==> src/rtl/ser_dac_pkg.sv <==
package ser_dac_pkg;
   localparam int unsigned DEF_WIDTH = 12;

   typedef enum logic [1:0] {
      HOLD_KEEP  = 2'd0,
      HOLD_LOAD  = 2'd1,
      HOLD_CLEAR = 2'd2
   } hold_act_e;
endpackage

==> src/rtl/ser_dac_edge.sv <==
module ser_dac_edge (
   input  logic clk,
   input  logic rst_n,
   input  logic sig_in,
   output logic rise
);
   logic sig_q;

   always_ff @(posedge clk or negedge rst_n) begin
      if (!rst_n) sig_q <= 1'b0;
      else        sig_q <= sig_in;
   end

   assign rise = sig_in & ~sig_q;

   a_r2_single_pulse: assert property (@(posedge clk) disable iff (!rst_n)
      rise |=> !rise);
endmodule

==> src/rtl/ser_dac_shift.sv <==
module ser_dac_shift #(
   parameter int unsigned WIDTH     = ser_dac_pkg::DEF_WIDTH,
   parameter bit          MSB_FIRST = 1'b1
) (
   input  logic             clk,
   input  logic             rst_n,
   input  logic             shift_en,
   input  logic             din,
   output logic [WIDTH-1:0] word
);
   localparam int unsigned TOP = WIDTH - 1;

   initial begin
      assert (WIDTH >= 2 && WIDTH <= 32)
         else $error("ser_dac_shift: WIDTH out of range");
   end

   logic [WIDTH-1:0] nxt;

   generate
      if (MSB_FIRST) begin : g_msb
         assign nxt = {word[TOP-1:0], din};
      end else begin : g_lsb
         assign nxt = {din, word[TOP:1]};
      end
   endgenerate

   always_ff @(posedge clk or negedge rst_n) begin
      if (!rst_n)        word <= '0;
      else if (shift_en) word <= nxt;
   end

   a_r3_no_shift_idle: assert property (@(posedge clk) disable iff (!rst_n)
      !shift_en |=> $stable(word));
endmodule

==> src/rtl/ser_dac_hold.sv <==
module ser_dac_hold #(
   parameter int unsigned WIDTH = ser_dac_pkg::DEF_WIDTH
) (
   input  logic             clk,
   input  logic             rst_n,
   input  logic             load_n,
   input  logic             clear_n,
   input  logic [WIDTH-1:0] staged,
   output logic [WIDTH-1:0] code,
   output logic             valid
);
   import ser_dac_pkg::*;

   hold_act_e act;

   always_comb begin
      if (!clear_n)     act = HOLD_CLEAR;
      else if (!load_n) act = HOLD_LOAD;
      else              act = HOLD_KEEP;
   end

   always_ff @(posedge clk or negedge rst_n) begin
      if (!rst_n) begin
         code  <= '0;
         valid <= 1'b0;
      end else begin
         case (act)
            HOLD_CLEAR: begin
               code  <= '0;
               valid <= 1'b0;
            end
            HOLD_LOAD: begin
               code  <= staged;
               valid <= 1'b1;
            end
            default: ;
         endcase
      end
   end

   a_r7_clear_zero: assert property (@(posedge clk) disable iff (!rst_n)
      !clear_n |=> (code == '0) && !valid);
   a_r5_hold_idle: assert property (@(posedge clk) disable iff (!rst_n)
      (load_n && clear_n) |=> $stable(code) && $stable(valid));
   a_r6_follow: assert property (@(posedge clk) disable iff (!rst_n)
      (!load_n && clear_n) |=> (code == $past(staged)));
   a_r8_valid_sticky: assert property (@(posedge clk) disable iff (!rst_n)
      (valid && clear_n) |=> valid);
endmodule

==> src/rtl/ser_dac_frontend.sv <==
module ser_dac_frontend #(
   parameter int unsigned WIDTH     = ser_dac_pkg::DEF_WIDTH,
   parameter bit          MSB_FIRST = 1'b1
) (
   input  logic             clk,
   input  logic             rst_n,
   input  logic             ser_data,
   input  logic             ser_clk,
   input  logic             sel_n,
   input  logic             load_n,
   input  logic             clear_n,
   output logic [WIDTH-1:0] dac_code,
   output logic             code_valid
);
   logic             sclk_rise;
   logic             shift_en;
   logic [WIDTH-1:0] staged;

   ser_dac_edge u_edge (
      .clk    (clk),
      .rst_n  (rst_n),
      .sig_in (ser_clk),
      .rise   (sclk_rise)
   );

   assign shift_en = sclk_rise & ~sel_n;

   ser_dac_shift #(.WIDTH(WIDTH), .MSB_FIRST(MSB_FIRST)) u_shift (
      .clk      (clk),
      .rst_n    (rst_n),
      .shift_en (shift_en),
      .din      (ser_data),
      .word     (staged)
   );

   ser_dac_hold #(.WIDTH(WIDTH)) u_hold (
      .clk     (clk),
      .rst_n   (rst_n),
      .load_n  (load_n),
      .clear_n (clear_n),
      .staged  (staged),
      .code    (dac_code),
      .valid   (code_valid)
   );

   a_r3_select_gates: assert property (@(posedge clk) disable iff (!rst_n)
      sel_n |=> $stable(staged));
endmodule

==> config.mk <==
export PLATFORM = sky130hd
export DESIGN_NAME = ser_dac_frontend
export DESIGN_NICKNAME = d
export VERILOG_FILES = /design/src/rtl/ser_dac_pkg.sv /design/src/rtl/ser_dac_edge.sv /design/src/rtl/ser_dac_shift.sv /design/src/rtl/ser_dac_hold.sv /design/src/rtl/ser_dac_frontend.sv
export SDC_FILE = /design/constraint.sdc
export NUM_CORES = 1
export LEC_CHECK = 0
export CAP_MARGIN = 20
export CORE_MARGIN = 2
export CORE_UTILIZATION = 53
export DETAILED_ROUTE_END_ITERATION = 8
export DONT_BUFFER_PORTS = 1
export GPL_TIMING_DRIVEN = 0
export PLACE_DENSITY = 0.71
export SYNTH_ARGS = -nofsm -noshare
export SYNTH_HDL_FRONTEND = slang
export SYNTH_SLANG_ARGS = --single-unit
==> constraint.sdc <==
create_clock -name clk -period 1.2 [get_ports clk]
set_clock_uncertainty 0.1 [all_clocks]
set_input_delay 0.24 -clock clk [delete_from_list [all_inputs] [get_ports clk]]
set_output_delay 0.24 -clock clk [all_outputs]
set_load 0.02 [all_outputs]
Word level (Yosys, flattened, before mapping)
Cells that the tools add are included.
Operators by class
  equality and inequality tests: 2
  muxes and demuxes: 4
  bitwise gates (word level): 4
  reductions and logical operators: 1
Operators with widths (count)
  one-hot mux 12 bit (2 select lines): 1
  bitwise AND 1 bit: 2
  == test 2 x 1 -> 1 bit (second input constant): 1
  == test 2 bit (second input constant): 1
  2-to-1 mux 2 bit: 1
  inverter 1 bit: 2
  one-hot mux 1 bit (2 select lines): 1
  nonzero test 2 bit: 1
  2-to-1 mux 1 bit: 1
Storage, ports and cells
  bits in registers: 26
  bits of input ports: 7
  output and inout port bits: 13
  word-level logic and storage cells: 15

Logic depth before layout (Yosys ltp)
  depth after elaboration: 4
  gate-level depth with buffers: 4
  depth with buffers taken out: 2

Hierarchy
From an unflattened synthesis, not the netlist that was laid out.
Second synthesis, totals
  cell total of the unflattened synthesis: 70
  area total of the unflattened synthesis: 1103.6 um^2
Modules (own cells, without submodules)
  ser_dac_hold: times used 1, cells an instance 42, area each 566.8 um^2
  ser_dac_shift: times used 1, cells an instance 25, area each 484.2 um^2
  ser_dac_edge: times used 1, cells an instance 2, area each 38.8 um^2
  ser_dac_frontend: times used 1, cells an instance 1, area each 13.8 um^2

Worst setup path before layout
Ideal clock, no wire load.
  kind: flip-flop to flip-flop
  start point: register u_edge.sig_q
  end point: register u_shift.word[0]
  data arrival time: 1.098 ns
  setup slack: -0.122 ns
  cell stages (with the launch flop): 4
  path buffers: 1
  period minus slack after synthesis: 1.322 ns
  cell sequence: dfrtp_1 > nor3b_4 > buf_6 > mux2_2
On the way
  longest elaborated chain between the ends: 3
Ends and longest elaborated chain
  from (decl): RTL line ser_dac_edge.sv:7  | logic sig_q;
  from (signal assigned): RTL line ser_dac_edge.sv:11  | else sig_q <= sig_in;
  inverter 1 bit: RTL line ser_dac_edge.sv:14  | assign rise = sig_in & ~sig_q;
  bitwise AND 1 bit: RTL line ser_dac_edge.sv:14
  bitwise AND 1 bit: RTL line ser_dac_frontend.sv:26  | assign shift_en = sclk_rise & ~sel_n;
  to (signal assigned): RTL line ser_dac_shift.sv:30  | else if (shift_en) word <= nxt;
  to (decl): RTL line ser_dac_shift.sv:9  | output logic [WIDTH-1:0] word
Every way passes these cells.
A chain may end at the register's enable or synchronous reset.

Worst setup path after layout
  start point: register u_edge.sig_q
  end point: register u_shift.word[10]
Same word-level chain as after synthesis.

==> summary.txt <==
Outcome
  • Status: finished, violations left
  • Violated checks: setup timing

Global route
  • Remaining Overflow, GRT: 0
  • Global-route wire length before repair: about 2300 um
  • M2 GR Usage: 21.8%
  • Largest net degree at the start of global routing: 27
  • Most Crowded Layer GR: met2
  • Vias in the first global route: 520
  • Met1 usage: 19.7%
  • Initial antenna violation count: 0
  • M3 GR Usage: 4.44%
  • Global router's overall resource usage: between 10 and 15%

Synthesis
  • Synth async-reset ratio: 100%
  • Synth Flop Type: dfrtp_1
  • Synth area leaders: dfrtp_1 63%, mux2_2 13%, mux2i_1 12%, nor2b_1 7.2%, nor3b_4 1.8%
  • Synth Instances: slightly below 70
  • EDFF count, synth: 0
  • Synthesized cell area: ~1000 um2
  • Synth top area share: a little over three fifths
  • Post-synth top area cell: dfrtp_1
  • Sequential area share after synthesis: a little over three fifths
  • Most frequent cell after synthesis: dfrtp_1
  • Synthesized flop and latch total: 26
  • Commonest cells post-synth: 26 x dfrtp_1, 12 x mux2_2, 12 x mux2i_1, 12 x nor2b_1
  • Distinct cells, synth: 11
  • Ys Warns: 0
  • Mean post-synth cell area: roughly 15 um2
  • Syn nets: between 70 and 80

Route
  • Drt pass-1 iters: 1
  • Wire per inst: 14.1 um
  • DRC: 0
  • Vias/cell: a little over 5
  • Final wirelength: around 1500 um
  • Vias: roughly 530
  • Drt initial violations: 0
  • Antenna-violating nets left: 0

Clocking
  • Clock sink count: 26
  • Clock-pin transition on the worst setup and hold timing paths: 0.12 ns
  • Max H-tree Level: 1
  • TritonCTS clock tree: done
  • Bufs on Longest Clock Path: 2
  • Skew-Pair Late Insertion Delay: 0.30 ns
  • CTS Buf Count: 3
  • CTS root buf: clkbuf_4

STA
  • Worst-margin pin slew: around 0.38 ns
  • Final Hold Viols: 0
  • Pins Over Slew Limit: 0
  • Fmax: around 0.74 GHz
  • Period utilization: 112%
  • Endpoints failing setup: 12
  • Final worst setup slack: -0.144 ns
  • Fin crit period: between 1 and 1.5 ns
  • Setup TNS: -1.53 ns
  • Unrepaired setup endpoints after global routing: yes
  • Rel. slew slack: about three quarters

Final layout
  • Final net count: between 80 and 90
  • Ant diodes: 0
  • Final instance area: roughly 1200 um2
  • Layout cells sized above 1: between 20% and 30%
  • Area grow syn2layout: 12.7%
  • Register Area: between 600 and 700 um2
  • Multi-input gate area: ~360 um2
  • # fillers: 155

Die
  • Cell Rows: 16
  • Die X: 48.3 um
  • I/O pin total: 20
  • Die Y: a little under 50 um
  • Die Area: 2330 um2
  • Core ar.: between 1500 and 2000 um2
  • Initial Util: a little over half

Placement
  • Dpl cell area: approximately 1100 um2
  • HPWL after detailed placement: 938 um
  • Port bufs: 0
  • GP Congestion: around 0.65

Pwr
  • Max rail drop VDD: ~0.74 mV
  • Leak: between 0.0005 and 0.0006 uW
  • PD cells: roughly 1600 nW/um2

Hold path
  • Worst hold path type: in -> reg

Critical path
  • R2R Setup Slk: -0.14 ns
  • Endpoint type of the worst setup path: flip-flop
  • WP data arrival: between 1 and 1.5 ns
  • Required time of the critical path: about 1.3 ns
  • Startpoint types: flip-flop
  • Critical path class: reg -> reg
  • Crit-path max FO: 10

Flow run
  • Max Cap Viol: 0
## stage by stage
stage	instances	hold slack [ns]	utilization (%)	total power, uW	setup slack, ns
floorplan	69	-0.156	-	1490	-0.102
global placement	96	-0.155	56.4	1540	-0.142
detailed placement	96	-0.155	56.4	1550	-0.166
CTS	105	0.183	61.5	1960	-0.138
global route	105	0.183	61.5	2050	-0.193
finish	105	0.192	61.5	1920	-0.144
## layout by cell type (no fill, tap or decap)
| cell | synthesis | routed |
|---|---|---|
| clkbuf_4 | 0 | 3 |
| dlygate4sd3_1 | 0 | 4 |
| a21boi_0 | 1 | 1 |
| clkbuf_1 | 1 | 1 |
| buf_4 | 1 | 2 |
| nor2b_1 | 12 | 12 |
| dfrtp_1 | 26 | 26 |
| buf_6 | 1 | 1 |
| nor3b_4 | 1 | 1 |
| mux2_4 | 0 | 2 |
| buf_2 | 1 | 1 |
| inv_1 | 1 | 1 |
| mux2i_1 | 12 | 12 |
| buf_12 | 0 | 1 |
| mux2_2 | 12 | 10 |
## cell families after synthesis
logic type	Yosys count	synth area share (%)
AND/OR/NAND/NOR	13	9.04
flip-flops	26	62.7
AO/OA/AOI/OAI	1	0.723
multiplexers	24	24.6
buffers and inverters	5	3.01
## per-layer routing
layer	vias to the layer above	wire length, um
li1	253	-
met1	264	712
met2	10	692
met3	2	61
met4	0	11
met5	-	0
## state kept, by name, indices dropped and copies added (netlist names)
name	cells
u_hold.code	12
u_hold.valid	1
u_shift.word	12
u_edge.sig_q	1
## worst max-delay path, cell delays in order, from the launching register on
cell,delay [ns]
dfrtp_1,0.41
nor3b_4,0.22
buf_6,0.18
mux2_2,0.34
## path summary, 6_finish.rpt
check / from / endpoint / depth (start not counted)
setup / recovery: u_edge.sig_q / u_shift.word[10] / 3
hold / removal: load_n / u_hold.code[1] / 3
setup reg to reg: u_edge.sig_q / u_shift.word[10] / 3
hold reg to reg: u_shift.word[11] / u_shift.word[11] / 1
max in group asynchronous: rst_n / u_shift.word[10] / 2
min in group asynchronous: rst_n / u_hold.code[9] / 2
## where the power goes
group	internal (uW)	switching (uW)	total [uW]
clock	117	219	336
sequential	1070	206	1270
combinational	207	108	315
## layout make-up
| class | instances | share of cell area, % |
|---|---|---|
| sequential | 26 | 55.6 |
| multi-input combinational | 38 | 31.1 |
| timing repair buffer | 6 | 5.78 |
| tap | 27 | 2.89 |
| buffer | 4 | 2.35 |
| clock buffer | 3 | 1.93 |
| inverter | 1 | 0.321 |
## repair_timing
item	4_1_cts	5_1_grt
buffers inserted	1	0
pin swaps	0	0
gates resized for setup	2	0
endpoints found under the hold margin	31	0
endpoints found under the setup margin	12	12
hold buffers	5	0
Power figures use the tool's default switching activity.
